### config.mk
export PLATFORM = sky130hd
export DESIGN_NAME = usbrx_line_rx
export DESIGN_NICKNAME = d
export VERILOG_FILES = /design/src/rtl/usbrx_pkg.sv /design/src/rtl/usbrx_sync.sv /design/src/rtl/usbrx_interval.sv /design/src/rtl/usbrx_emit.sv /design/src/rtl/usbrx_line_rx.sv
export SDC_FILE = /design/constraint.sdc
export NUM_CORES = 1
export LEC_CHECK = 0
export ABC_AREA = 1
export CAP_MARGIN = 15
export CORE_MARGIN = 2
export CORE_UTILIZATION = 45
export DETAILED_ROUTE_END_ITERATION = 8
export GPL_TIMING_DRIVEN = 0
export SLEW_MARGIN = 30
export SYNTH_ARGS = -nofsm -noshare
export SYNTH_HDL_FRONTEND = slang
export SYNTH_HIERARCHICAL = 1
export SYNTH_SLANG_ARGS = --single-unit
### constraint.sdc
create_clock -name clk -period 4.65 [get_ports clk]
set_input_delay 0.93 -clock clk [delete_from_list [all_inputs] [get_ports clk]]
set_output_delay 0.93 -clock clk [all_outputs]
set_load 0.03 [all_outputs]
### src/rtl/usbrx_pkg.sv
package usbrx_pkg;

   typedef enum logic [1:0] {
      SYM_SE0 = 2'd0,
      SYM_J   = 2'd1,
      SYM_K   = 2'd2,
      SYM_SE1 = 2'd3
   } line_sym_t;

   // longest legal run of ones before a stuffed transition
   localparam int STUFF_LEN = 6;
   localparam int RUN_W     = $clog2(STUFF_LEN + 1);

   // polarity of the differential pair depends on speed mode
   function automatic line_sym_t classify(input logic p, input logic n,
                                          input logic slow);
      line_sym_t s;
      case ({p, n})
         2'b00:   s = SYM_SE0;
         2'b11:   s = SYM_SE1;
         2'b10:   s = slow ? SYM_K : SYM_J;
         default: s = slow ? SYM_J : SYM_K;
      endcase
      return s;
   endfunction

   // fixed-point bits-per-sample ratio, rounded up
   function automatic longint unsigned bits_per_sample(input longint unsigned bit_hz,
                                                       input longint unsigned smp_hz,
                                                       input int frac);
      return ((bit_hz << frac) + smp_hz - 1) / smp_hz;
   endfunction

endpackage

### src/rtl/usbrx_sync.sv
module usbrx_sync #(
   parameter int STAGES = 2,
   parameter int W      = 2
) (
   input  logic         clk,
   input  logic         rst,
   input  logic [W-1:0] d,
   output logic [W-1:0] q,
   output logic         ready
);
   localparam int FW = $clog2(STAGES + 1);
   localparam logic [FW-1:0] FULL = FW'(STAGES);

   logic [W-1:0]  stg [STAGES];
   logic [FW-1:0] fill_q;

   generate
      for (genvar g = 0; g < STAGES; g++) begin : g_stage
         if (g == 0) begin : g_first
            always_ff @(posedge clk) begin
               if (rst) stg[g] <= '0;
               else     stg[g] <= d;
            end
         end else begin : g_next
            always_ff @(posedge clk) begin
               if (rst) stg[g] <= '0;
               else     stg[g] <= stg[g-1];
            end
         end
      end
   endgenerate

   always_ff @(posedge clk) begin
      if (rst)                 fill_q <= '0;
      else if (fill_q != FULL) fill_q <= fill_q + 1'b1;
   end

   assign q     = stg[STAGES-1];
   assign ready = (fill_q == FULL);
endmodule

### src/rtl/usbrx_interval.sv
module usbrx_interval #(
   parameter int SAMPLE_HZ = 48_000_000,
   parameter int LS_HZ     = 1_500_000,
   parameter int FS_HZ     = 12_000_000,
   parameter int CNT_W     = 16,
   parameter int FRAC      = 16
) (
   input  logic             clk,
   input  logic             rst,
   input  logic             run,
   input  logic             clear,
   input  logic             low_speed,
   output logic [CNT_W-1:0] bits
);
   import usbrx_pkg::*;

   localparam int PW = CNT_W + FRAC + 1;
   localparam logic [FRAC:0] R_LS =
      (FRAC+1)'(bits_per_sample(longint'(LS_HZ), longint'(SAMPLE_HZ), FRAC));
   localparam logic [FRAC:0] R_FS =
      (FRAC+1)'(bits_per_sample(longint'(FS_HZ), longint'(SAMPLE_HZ), FRAC));
   localparam logic [CNT_W-1:0] CNT_MAX = '1;

   logic [CNT_W-1:0] cnt_q;
   logic [FRAC:0]    ratio;
   logic [PW-1:0]    prod;

   // samples elapsed since the last change, excluding the current one
   always_ff @(posedge clk) begin
      if (rst || !run || clear) cnt_q <= '0;
      else if (cnt_q != CNT_MAX) cnt_q <= cnt_q + 1'b1;
   end

   assign ratio = low_speed ? R_LS : R_FS;
   assign prod  = {{(FRAC+1){1'b0}}, cnt_q} * {{CNT_W{1'b0}}, ratio};
   assign bits  = prod[FRAC +: CNT_W];
endmodule

### src/rtl/usbrx_emit.sv
module usbrx_emit #(
   parameter int RUN_W = 3
) (
   input  logic             clk,
   input  logic             rst,
   input  logic             load,
   input  logic [RUN_W-1:0] ones,
   input  logic             zero,
   output logic             bit_valid,
   output logic             bit_data
);
   logic [RUN_W-1:0] ones_q;
   logic             zero_q;

   always_ff @(posedge clk) begin
      if (rst) begin
         ones_q <= '0;
         zero_q <= 1'b0;
      end else if (load) begin
         ones_q <= ones;
         zero_q <= zero;
      end else if (ones_q != '0) begin
         ones_q <= ones_q - 1'b1;
      end else begin
         zero_q <= 1'b0;
      end
   end

   assign bit_valid = (ones_q != '0) || zero_q;
   assign bit_data  = (ones_q != '0);
endmodule

### src/rtl/usbrx_line_rx.sv
module usbrx_line_rx #(
   parameter int SAMPLE_HZ   = 48_000_000,
   parameter int LS_HZ       = 1_500_000,
   parameter int FS_HZ       = 12_000_000,
   parameter int CNT_W       = 16,
   parameter int FRAC        = 16,
   parameter int SYNC_STAGES = 2
) (
   input  logic clk,
   input  logic rst,
   input  logic low_speed,
   input  logic dp,
   input  logic dm,
   output logic bit_valid,
   output logic bit_data,
   output logic pkt_active,
   output logic eop,
   output logic bus_reset,
   output logic stuff_err
);
   import usbrx_pkg::*;

   localparam logic [CNT_W-1:0] RUN_LIM = CNT_W'(STUFF_LEN);
   localparam logic [CNT_W-1:0] EOP_LEN = CNT_W'(1);

   generate
      if (SYNC_STAGES < 2) begin : g_bad_sync
         $error("SYNC_STAGES must be at least 2");
      end
      if (CNT_W < 8) begin : g_bad_cnt
         $error("CNT_W must be at least 8");
      end
      if (FRAC < 8) begin : g_bad_frac
         $error("FRAC must be at least 8");
      end
      if (SAMPLE_HZ < 4 * FS_HZ || FS_HZ <= LS_HZ) begin : g_bad_rate
         $error("sample rate must be at least four samples per full-speed bit");
      end
   endgenerate

   logic [1:0]       sync_q;
   logic             sync_ready;
   line_sym_t        cur_sym, sym_q;
   logic             change;
   logic [CNT_W-1:0] raw_bits, nbits;
   logic             from_se0, over, to_se0;
   logic             load, load_zero, emits;
   logic             pkt_q, eop_q, brst_q, serr_q;

   usbrx_sync #(.STAGES(SYNC_STAGES), .W(2)) u_sync (
      .clk   (clk),
      .rst   (rst),
      .d     ({dp, dm}),
      .q     (sync_q),
      .ready (sync_ready)
   );

   assign cur_sym = classify(sync_q[1], sync_q[0], low_speed);
   assign change  = sync_ready && (cur_sym != sym_q);

   usbrx_interval #(
      .SAMPLE_HZ (SAMPLE_HZ),
      .LS_HZ     (LS_HZ),
      .FS_HZ     (FS_HZ),
      .CNT_W     (CNT_W),
      .FRAC      (FRAC)
   ) u_ival (
      .clk       (clk),
      .rst       (rst),
      .run       (sync_ready),
      .clear     (change),
      .low_speed (low_speed),
      .bits      (raw_bits)
   );

   // idle J outside a packet contributes no bit times
   assign nbits     = (pkt_q || sym_q != SYM_J) ? raw_bits : '0;
   assign from_se0  = (sym_q == SYM_SE0);
   assign to_se0    = (cur_sym == SYM_SE0);
   assign over      = (nbits > RUN_LIM);
   assign load_zero = (nbits < RUN_LIM) && !to_se0;
   assign load      = change && !from_se0 && !over;
   assign emits     = load && ((nbits != '0) || load_zero);

   usbrx_emit #(.RUN_W(RUN_W)) u_emit (
      .clk       (clk),
      .rst       (rst),
      .load      (load),
      .ones      (nbits[RUN_W-1:0]),
      .zero      (load_zero),
      .bit_valid (bit_valid),
      .bit_data  (bit_data)
   );

   always_ff @(posedge clk) begin
      if (rst) begin
         sym_q  <= SYM_J;
         pkt_q  <= 1'b0;
         eop_q  <= 1'b0;
         brst_q <= 1'b0;
         serr_q <= 1'b0;
      end else begin
         if (change) sym_q <= cur_sym;
         if (change && from_se0) pkt_q <= 1'b0;
         else if (emits)         pkt_q <= 1'b1;
         eop_q  <= change && from_se0 && (nbits == EOP_LEN) && pkt_q;
         brst_q <= change && from_se0 && (nbits != EOP_LEN);
         serr_q <= change && !from_se0 && over;
      end
   end

   assign pkt_active = pkt_q;
   assign eop        = eop_q;
   assign bus_reset  = brst_q;
   assign stuff_err  = serr_q;
endmodule

-- Word level (Yosys, flattened, before mapping)
Memory sizes are Yosys's and may differ from the RTL's.
Index checks and enable logic that the tools add are counted.
- register bits: 28
- bits in writable memories: 4
- bits of input ports: 5
- output and inout port bits: 6
- word-level logic and storage cells: 68
- memories: 1
- memory list (memory ; words ; width ; rd ports ; clocked after memory_dff ; wr ports ; RTL line ; source):
    u_sync.stg ; 2 ; 2 ; 2 ; 0 ; 2 ; usbrx_sync.sv:14 ; logic [W-1:0] stg [STAGES];
- $add $sub $neg: 3
- multiply operators: 1
- magnitude comparators: 2
- equality and inequality tests: 10
- muxes and demuxes: 14
- bitwise gates (word level): 2
- reductions and logical operators: 26
- operator list (kind ; number):
    16-bit by 17-bit multiplier with 32-bit output ; 1
    16-bit by 1-bit adder with 16-bit output (second input constant) ; 1
    16-bit by 1-bit equality test with 1-bit output (second input constant) ; 1
    16-bit by 3-bit greater-than comparator with 1-bit output (second input constant) ; 1
    16-bit by 3-bit < comparator with 1-bit output (second input constant) ; 1
    16-bit two-way mux ; 1
    16-bit by 1-bit != test with 1-bit output (second input constant) ; 1
    16-bit != test (second input constant) ; 1
    16-bit nonzero test ; 1
    15-bit two-way mux ; 1
    1-bit logical AND ; 10
    2-bit two-way mux ; 4
    2-bit equality test (second input constant) ; 3
    2-bit zero test ; 3
    3-bit two-way mux ; 2
    2-bit case mux with 3 select lines ; 1
    1-bit logical OR ; 5
    1-bit two-way mux ; 5
    1-bit zero test ; 4
    2-bit by 1-bit != test with 1-bit output (second input constant) ; 2
    3-bit nonzero test ; 1
    3-bit by 1-bit subtractor with 3-bit output (second input constant) ; 1
    2-bit by 1-bit adder with 2-bit output (second input constant) ; 1
    2-bit != test ; 1
    other kinds (4) ; 5

-- Logic depth before layout (Yosys ltp)
Gate-level depths: netlist of run 1.
An unclocked memory read counts as a cell.
- depth after elaboration: 8
- depth in mapped cells: 28
- mapped depth without buffers: 25

-- Cells and area by module
Netlist of run 1, hierarchy kept.
- modules (own cells, without submodules) (module ; times used ; cells an instance ; area each (sq um) ; seq. area each (sq um)):
    usbrx_interval ; 1 ; 359 ; 2402.3 ; 320.3
    usbrx_line_rx ; 1 ; 88 ; 508.0 ; 120.1
    usbrx_emit ; 1 ; 34 ; 232.7 ; 80.1
    usbrx_sync ; 1 ; 27 ; 216.5 ; 120.1

-- Worst setup path after synthesis of run 1
OpenSTA, ideal clock, no wires.
- path kind: input to register
- start point: input port low_speed
- end point: register u_emit.ones_q[0]
- library setup time: 0.070 ns
- arrival time: 4.778 ns
- data required time: 4.580 ns
- setup slack: -0.198 ns
- cell stages on the path: 24
- path buffers: 3
- cell sequence: buf_2 buf_2 buf_2 nor2_1 ha_1 ha_1 ha_1 ha_1 ha_1 ha_1 a21o_1 a21oi_1 nand3_1 nand2_1 nand2_1 nor2_1 nand2_1 o21ai_2 nand2_1 a21oi_1 inv_2 nand3_2 nand2_1 a21oi_1
- cells in the longest elaborated chain, start to end: 7
- elaborated cells between the ends (all ways): 14
- those cells by class: mul: 1; order compare: 1; eq/ne: 1; mux: 6; reduce/logical: 5
- RTL lines (what ; RTL line ; source):
    from (decl) ; usbrx_line_rx.sv:11 ; input logic low_speed,
    15-bit two-way mux (*) ; usbrx_interval.sv:34 ; assign ratio = low_speed ? R_LS : R_FS;
    16-bit by 17-bit multiplier with 32-bit output (*) ; usbrx_interval.sv:35 ; assign prod = {{(FRAC+1){1'b0}}, cnt_q} * {{CNT_W{1'b0}}, ratio};
    net raw_bits[13] ; usbrx_line_rx.sv:45 ; logic [CNT_W-1:0] raw_bits, nbits;
    16-bit two-way mux (*) ; usbrx_line_rx.sv:77 ; assign nbits = (pkt_q || sym_q != SYM_J) ? raw_bits : '0;
    16-bit by 3-bit greater-than comparator with 1-bit output (*) ; usbrx_line_rx.sv:80 ; assign over = (nbits > RUN_LIM);
    1-bit zero test (*) ; usbrx_line_rx.sv:82 ; assign load = change && !from_se0 && !over;
    1-bit logical AND (*) ; usbrx_line_rx.sv:82 ;
    net load ; usbrx_line_rx.sv:47 ; logic load, load_zero, emits;
    3-bit two-way mux / 2-bit nonzero test (equally long branches) ; -- ;
    to (signal assigned) ; usbrx_emit.sv:20 ; ones_q <= ones;
    to (signal assigned) ; usbrx_emit.sv:23 ; ones_q <= ones_q - 1'b1;
    to (decl) ; usbrx_emit.sv:12 ; logic [RUN_W-1:0] ones_q;
The timed path passes the listed nets; every way through them passes the cells marked *.
A chain may end at the register's enable or synchronous reset.

-- Worst setup path in the final report of run 1
Same ends and word-level chain as after synthesis.

==> impl_metrics.json, run 1 <==
{
  "wirelength_um": 6800,
  "synth-edff-count": 0,
  "setup.worst_path.start_class": "primary input",
  "layout_commonest_cell": "nand2_1",
  "via_per_inst": 4.99,
  "avgSynthCellArea_sq_um": 6.61,
  "wl_per_cell_um": 10.7,
  "drc": 0,
  "die_area_sq_um": 8170,
  "via_count": 3179,
  "firstDrtPassIters": 5,
  "cp-end-kind": "flip-flop",
  "gp_congestion": 0.859,
  "final.min_clock_period_ps": 4300,
  "place_hpwl_um": 5460,
  "status": "complete, no violations",
  "path_buf_inv": 2,
  "ys_ff_latch": 32,
  "grt_usage_pct": 17.1,
  "max-slew-margin-rel_pct": 50.6,
  "cp_slowest_cell": "o21ai_0",
  "cts_inserted_buffers": 5,
  "final_cell_mix": "128 x nand2_1, 74 x inv_1, 58 x nor2_1, 49 x ha_1, 32 x dfxtp_1",
  "ys_types": 38,
  "crit_type": "primary input to flip-flop",
  "ys_warn_count": 6,
  "instances_no_fill": 637,
  "syn_area_sq_um": 3360,
  "ios": 11,
  "max_freq_mhz": 232,
  "synth_area_leaders": "ha_1 22%, dfxtp_1 19%, nand2_1 15%, inv_1 8.3%, nor2_1 7.0%",
  "power.leakage_nw": 2.06,
  "postSynthCellCount": 508,
  "clock-sinks": 32,
  "placed_area_sq_um": 3640,
  "required_ps": 4860,
  "place.port_buffers": 10,
  "setup-violations-final": 0,
  "ant_nets": 0,
  "final_cell_area_sq_um": 3980,
  "worst_slack_ps": 349,
  "htreeDepth": 2,
  "pwr_density_cell_nw_per_um2": 264,
  "arrival_ps": 4510,
  "seq_area_frac_synth_pct": 19.1,
  "path_cells": "buf_2, buf_12, o21ai_0, ha_4, ha_4, ha_4, ha_4, ha_4, a21o_1, a21oi_2, nand3_1, nand2_1, nand2_1, nor2_2, nand2_2, o21ai_4, nand2_2, a21oi_4, nand2_1, o21ai_0, nand2_1, a21oi_1",
  "drt_iter0_markers": 182,
  "hp-class": "flip-flop to flip-flop",
  "die_w_um": 90.4,
  "synthFlopType": "dfxtp_1",
  "hold_ws_ps": 404,
  "synthToLayoutAreaGrowth_pct": 18.5,
  "final.period_utilization_pct": 92.5,
  "grt_setup_unrepaired": "no",
  "dp_slack_ps": -1070,
  "die_y_um": 90.4,
  "vdd_drop_max_uv": 344,
  "core_sq_um": 7250,
  "worstMarginPinSlew_ps": 737,
  "insertion_delay_ps": 280,
  "clk_pin_slew_ps": 70,
  "grt_pass1_vias": 2896,
  "max_cap_violations": 0,
  "synth_area_leader_cell": "ha_1",
  "regArea_sq_um": 641,
  "maxSlewViolCount": 0,
  "finish.utilization_pct": 54.9,
  "worstHoldPathCells": 2,
  "path_common_cell": "ha_4",
  "drive_above_1_share_pct": 13.9,
  "n_fill_cell": 753,
  "async_flop_share_pct": 0,
  "hold_violations": 0,
  "skew_ps": 3.52,
  "grt_pass1_wl_um": 11800,
  "rows": 31,
  "path_depth": 22,
  "root_buffer": "clkbuf_8",
  "cts_tree": "built",
  "grt-ovfl-total": 0,
  "r2r_cells": 21,
  "n_antenna_cell": 0,
  "critical_path.max_stage_delay_ps": 340,
  "multiInputGateArea_sq_um": 2620,
  "final_nets": 604,
  "cp_top_family": "compound AO/OA/AOI/OAI gates",
  "grt_max_degree": 20,
  "placedCellCount": 624,
  "antenna_found_initial": 0,
  "yosysTopAreaCellShare_pct": 22.3,
  "clockBufferDepth": 2,
  "cp_max_fo": 28,
  "start_util_pct": 46.3
}
per-layer routing:
metal	track usage, %	wire length (um)
met1	21.3	3210
met2	30.3	3330
met3	2.75	191
met4	4.74	62
met5	0	0
report_power, final:
group	leakage (nW)	internal, mW	switching, mW
clock network	0.0552	0.159	0.108
logic	1.75	0.181	0.271
registers	0.260	0.305	0.0274
total	2.06	0.646	0.406
repair_timing:
action	CTS	global route
pin swaps	6	8
hold buffers	0	0
buffers inserted	3	4
setup endpoints to repair	8	8
gates resized for setup	11	25
cell type report:
| cell class | count | share of cell area (%) |
|---|---|---|
| inverter | 79 | 7.51 |
| sequential | 32 | 16.1 |
| clock buffer | 6 | 1.82 |
| clock inverter | 2 | 0.880 |
| buffer | 5 | 1.16 |
| tap | 99 | 3.11 |
| multi-input combinational | 397 | 65.7 |
| timing repair buffer | 17 | 3.71 |
stage by stage:
stage / setup TNS, ps / power, mW
3_3_place_gp: -7130 / 0.734
2_1_floorplan: 0 / 0.647
6_report: 0 / 1.05
4_1_cts: 0 / 1.04
3_5_place_dp: -7280 / 0.744
5_1_grt: 0 / 1.14
worst register-to-register path: cells and delay by family (launching register included):
family	cells	cell delay, ps
AO/OA/AOI/OAI	7	1350
adder cells (fa/ha/maj)	5	1240
AND/OR/NAND/NOR	8	670
flip-flops	1	390
buffers and inverters	1	100
Yosys cell counts, types with 2 or more instances:
| master | number |
|---|---|
| a31oi_1 | 7 |
| o21ai_0 | 12 |
| o21ai_1 | 8 |
| nand2_1 | 135 |
| or2_1 | 2 |
| nand3_2 | 3 |
| inv_2 | 4 |
| nand2_2 | 6 |
| clkbuf_1 | 2 |
| nor2_2 | 4 |
| a21oi_1 | 15 |
| nor3_1 | 2 |
| nor2_4 | 2 |
| nand4_1 | 10 |
| fa_1 | 2 |
| ha_1 | 60 |
| nand3_1 | 27 |
| dfxtp_1 | 32 |
| a21o_1 | 2 |
| nor2_1 | 63 |
| xor2_1 | 9 |
| buf_2 | 3 |
| xnor2_1 | 8 |
| nand2_4 | 3 |
| inv_1 | 74 |
worst paths after layout:
| path | start | end | slack (ps) |
|---|---|---|---|
| setup / recovery | low_speed | u_emit/ones_q[0] | 350 |
| hold / removal | u_sync/stg[0][1] | u_sync/stg[1][1] | 400 |
| setup reg to reg | u_ival/cnt_q[12] | u_emit/ones_q[0] | 840 |
| hold reg to reg | u_sync/stg[0][1] | u_sync/stg[1][1] | 400 |
registers in the layout, summed over array words and instances (netlist names):
register / cells
bus_reset: 1
eop: 1
pkt_active: 1
stuff_err: 1
sym_q: 2
u_emit/ones_q: 3
u_emit/zero_q: 1
u_ival/cnt_q: 16
u_sync/fill_q: 2
u_sync/stg: 4
logic make-up after synthesis:
family                     Yosys count  synth area share (%)
other                                1                 0.112
AOI/OAI and AO/OA                   48                  7.93
buffers and inverters               86                  10.1
and+or+nand+nor                    262                  34.8
xor gates and xnor gates            17                  4.43
adders and majority gates           62                  23.5
DFF                                 32                  19.1
(Power assumes the default switching activity.)
==> run 2, diff against run 1 <==
Settings changed: PLACE_DENSITY set to 0.62.
Clock period 4.65 ns to 4.7 ns, I/O delays scaled along.
==> run 2 against run 1 <==
Cell count is 0.31% lower. Via count fell by 2.1%. Sequential share of layout area up 0.13 points. Wire length shrank 0.41%. Register-to-register slack improved by 60 ps. Highest routed layer unchanged.
==> impl_metrics.json, run 2 (synthesis results as in run 1) <==
{
  "hp-class": "flip-flop to flip-flop",
  "worstMarginPinSlew_ps": 603,
  "combPwrFrac_pct": 42.9,
  "skew_ps": 5.71,
  "grt_pass1_wl_um": 12000,
  "crit_end": "u_emit/ones_q[1]",
  "rrSetupSlack_ps": 900,
  "p_sw_share_pct": 38.4,
  "setup.worst_path.start_class": "primary input",
  "ios": 11,
  "final.min_clock_period_ps": 4420,
  "via_per_inst": 4.90,
  "grt-ovfl-total": 0,
  "largest_reg_flops": 16,
  "internal-power_mw": 0.636,
  "clockPowerShare_pct": 25.2,
  "required_ps": 4900,
  "finish.utilization_pct": 54.5,
  "root_buffer": "clkbuf_8",
  "place.port_buffers": 10,
  "rows": 31,
  "wl_per_cell_um": 10.7,
  "maxSlewViolCount": 0,
  "via_count": 3112,
  "final.period_utilization_pct": 94.0,
  "place_hpwl_um": 5400,
  "met3_length_um": 209,
  "crit_type": "primary input to flip-flop",
  "arrival_ps": 4620,
  "drive_above_1_share_pct": 12.3,
  "setup-violations-final": 0,
  "critPathLaunch": "low_speed",
  "grt_pass1_vias": 2924,
  "vdd_drop_max_uv": 317,
  "max_cap_violations": 0,
  "regMostFlops": "u_ival/cnt_q",
  "timing.setup.tns_ps": 0,
  "final_cell_mix": "131 x nand2_1, 74 x inv_1, 62 x nor2_1, 48 x ha_1, 32 x dfxtp_1",
  "wirelength_um": 6770,
  "wl_met1_um": 3090,
  "clock-sinks": 32,
  "pwr_density_cell_nw_per_um2": 261,
  "grt_usage_pct": 17.1,
  "ant_nets": 0,
  "n_antenna_cell": 0,
  "power.leakage_nw": 2.05,
  "grt_max_degree": 20,
  "insertion_delay_ps": 280,
  "largestRegisters": "u_ival/cnt_q x16, u_sync/stg x4, u_emit/ones_q x3",
  "gp_congestion": 0.858,
  "core_sq_um": 7250,
  "clk_pin_slew_ps": 70,
  "total_power_mw": 1.03,
  "routed-wl-met2_um": 3400,
  "ctsHoldBuffers": 0,
  "die_y_um": 90.4,
  "cts_inserted_buffers": 5,
  "layout_commonest_cell": "nand2_1",
  "die_area_sq_um": 8170,
  "max-slew-margin-rel_pct": 59.6,
  "hold_violations": 0,
  "clockBufferDepth": 2,
  "firstDrtPassIters": 5,
  "cp_max_fo": 19,
  "cp-end-kind": "flip-flop",
  "seqPwrFrac_pct": 31.8,
  "final_nets": 602,
  "r2r_cells": 21,
  "die_w_um": 90.4,
  "htreeDepth": 2,
  "topRoutingLayerUsed": "met4",
  "reg2reg_to": "u_emit/ones_q[1]",
  "drt_iter0_markers": 139,
  "status": "complete, no violations",
  "start_util_pct": 46.3,
  "synthToLayoutAreaGrowth_pct": 17.6,
  "rr_startpoint": "u_ival/cnt_q[12]",
  "drc": 0,
  "cts_tree": "built",
  "antenna_found_initial": 0,
  "max_freq_mhz": 226,
  "p_sw_mw": 0.396
}
## run 2: cell count changes in the layout (fill, tap and decap cells not counted)
| cell | delta |
|---|---|
| nor2_1 | +4 |
| nor2_2 | -4 |
| nand2_1 | +3 |
| nand2_2 | -3 |
| buf_4 | -2 |
| a21oi_1 | +1 |
| a21oi_4 | -1 |
| ha_1 | -1 |
| ha_4 | +1 |
## run 2: worst min-delay path by stage
stage                       endpoint  slack [ps]  cells after the start        startpoint
finish              u_sync/stg[1][0]         410                      2  u_sync/stg[0][0]
global route        u_sync/stg[1][0]         430                      2  u_sync/stg[0][0]
floorplan           u_sync/stg[1][0]         390                      2  u_sync/stg[0][0]
detailed placement  u_sync/stg[1][1]         400                      2  u_sync/stg[0][1]
global placement    u_sync/stg[1][0]         390                      2  u_sync/stg[0][0]
CTS                 u_sync/stg[1][1]         410                      2  u_sync/stg[0][1]
## run 2: layout make-up
type,count,area (sq um)
fillers,754,3300
multi-input cells,397,2600
flip-flops and latches,32,641
inverters,79,299
repair buffers,14,125
well taps,99,124
clock buffers,6,72.6
plain buffers,6,53.8
clock inverters,2,35.0
## run 2: routing by layer
metal	vias to the layer above	track usage [%]
met2	41	30.7
met3	6	2.84
met4	0	4.10
met5	-	0
met1	1403	21.4
li1	1662	-
## run 2: power by group through the flow
stage	Combinational [mW]	Clock, mW	Sequential (mW)
6_report	0.443	0.261	0.329
5_1_grt	0.501	0.283	0.334
4_1_cts	0.420	0.273	0.329
2_1_floorplan	0.304	0	0.336
3_5_place_dp	0.398	0	0.335
3_3_place_gp	0.391	0	0.333
## run 2: critical path, stage by stage
cell     delay, ps
buf_2          160
buf_12         160
buf_4          170
nand2_1         70
inv_1           40
ha_1           210
ha_4           160
ha_1           270
ha_1           350
ha_4           270
ha_4           250
nand2_1        100
nor2_1          60
nor2_1         120
nand3_1        100
nand2_1         60
nand2_1         40
nor2_1         100
nand2_2        100
nor2_1         100
nand4_1        160
a21oi_4        260
nand2_1         70
o21ai_0         80
nand2_1         80
a21oi_1        110
## run 2: stage by stage
stage,hold slack (ps),instances,setup WS (ps),instance area (sq um)
floorplan,388,515,22.5,3400
global placement,394,624,-1050,3630
detailed placement,400,624,-1090,3630
CTS,408,634,22.8,3820
global route,429,635,-1.48,3950
finish,406,635,281,3950
## run 2: what timing repair did
action / 4_1_cts / 5_1_grt
setup endpoints to repair: 8 / 7
setup buffers: 3 / 1
gates resized for setup: 12 / 17
cloned: 0 / 0
pin swaps: 5 / 5
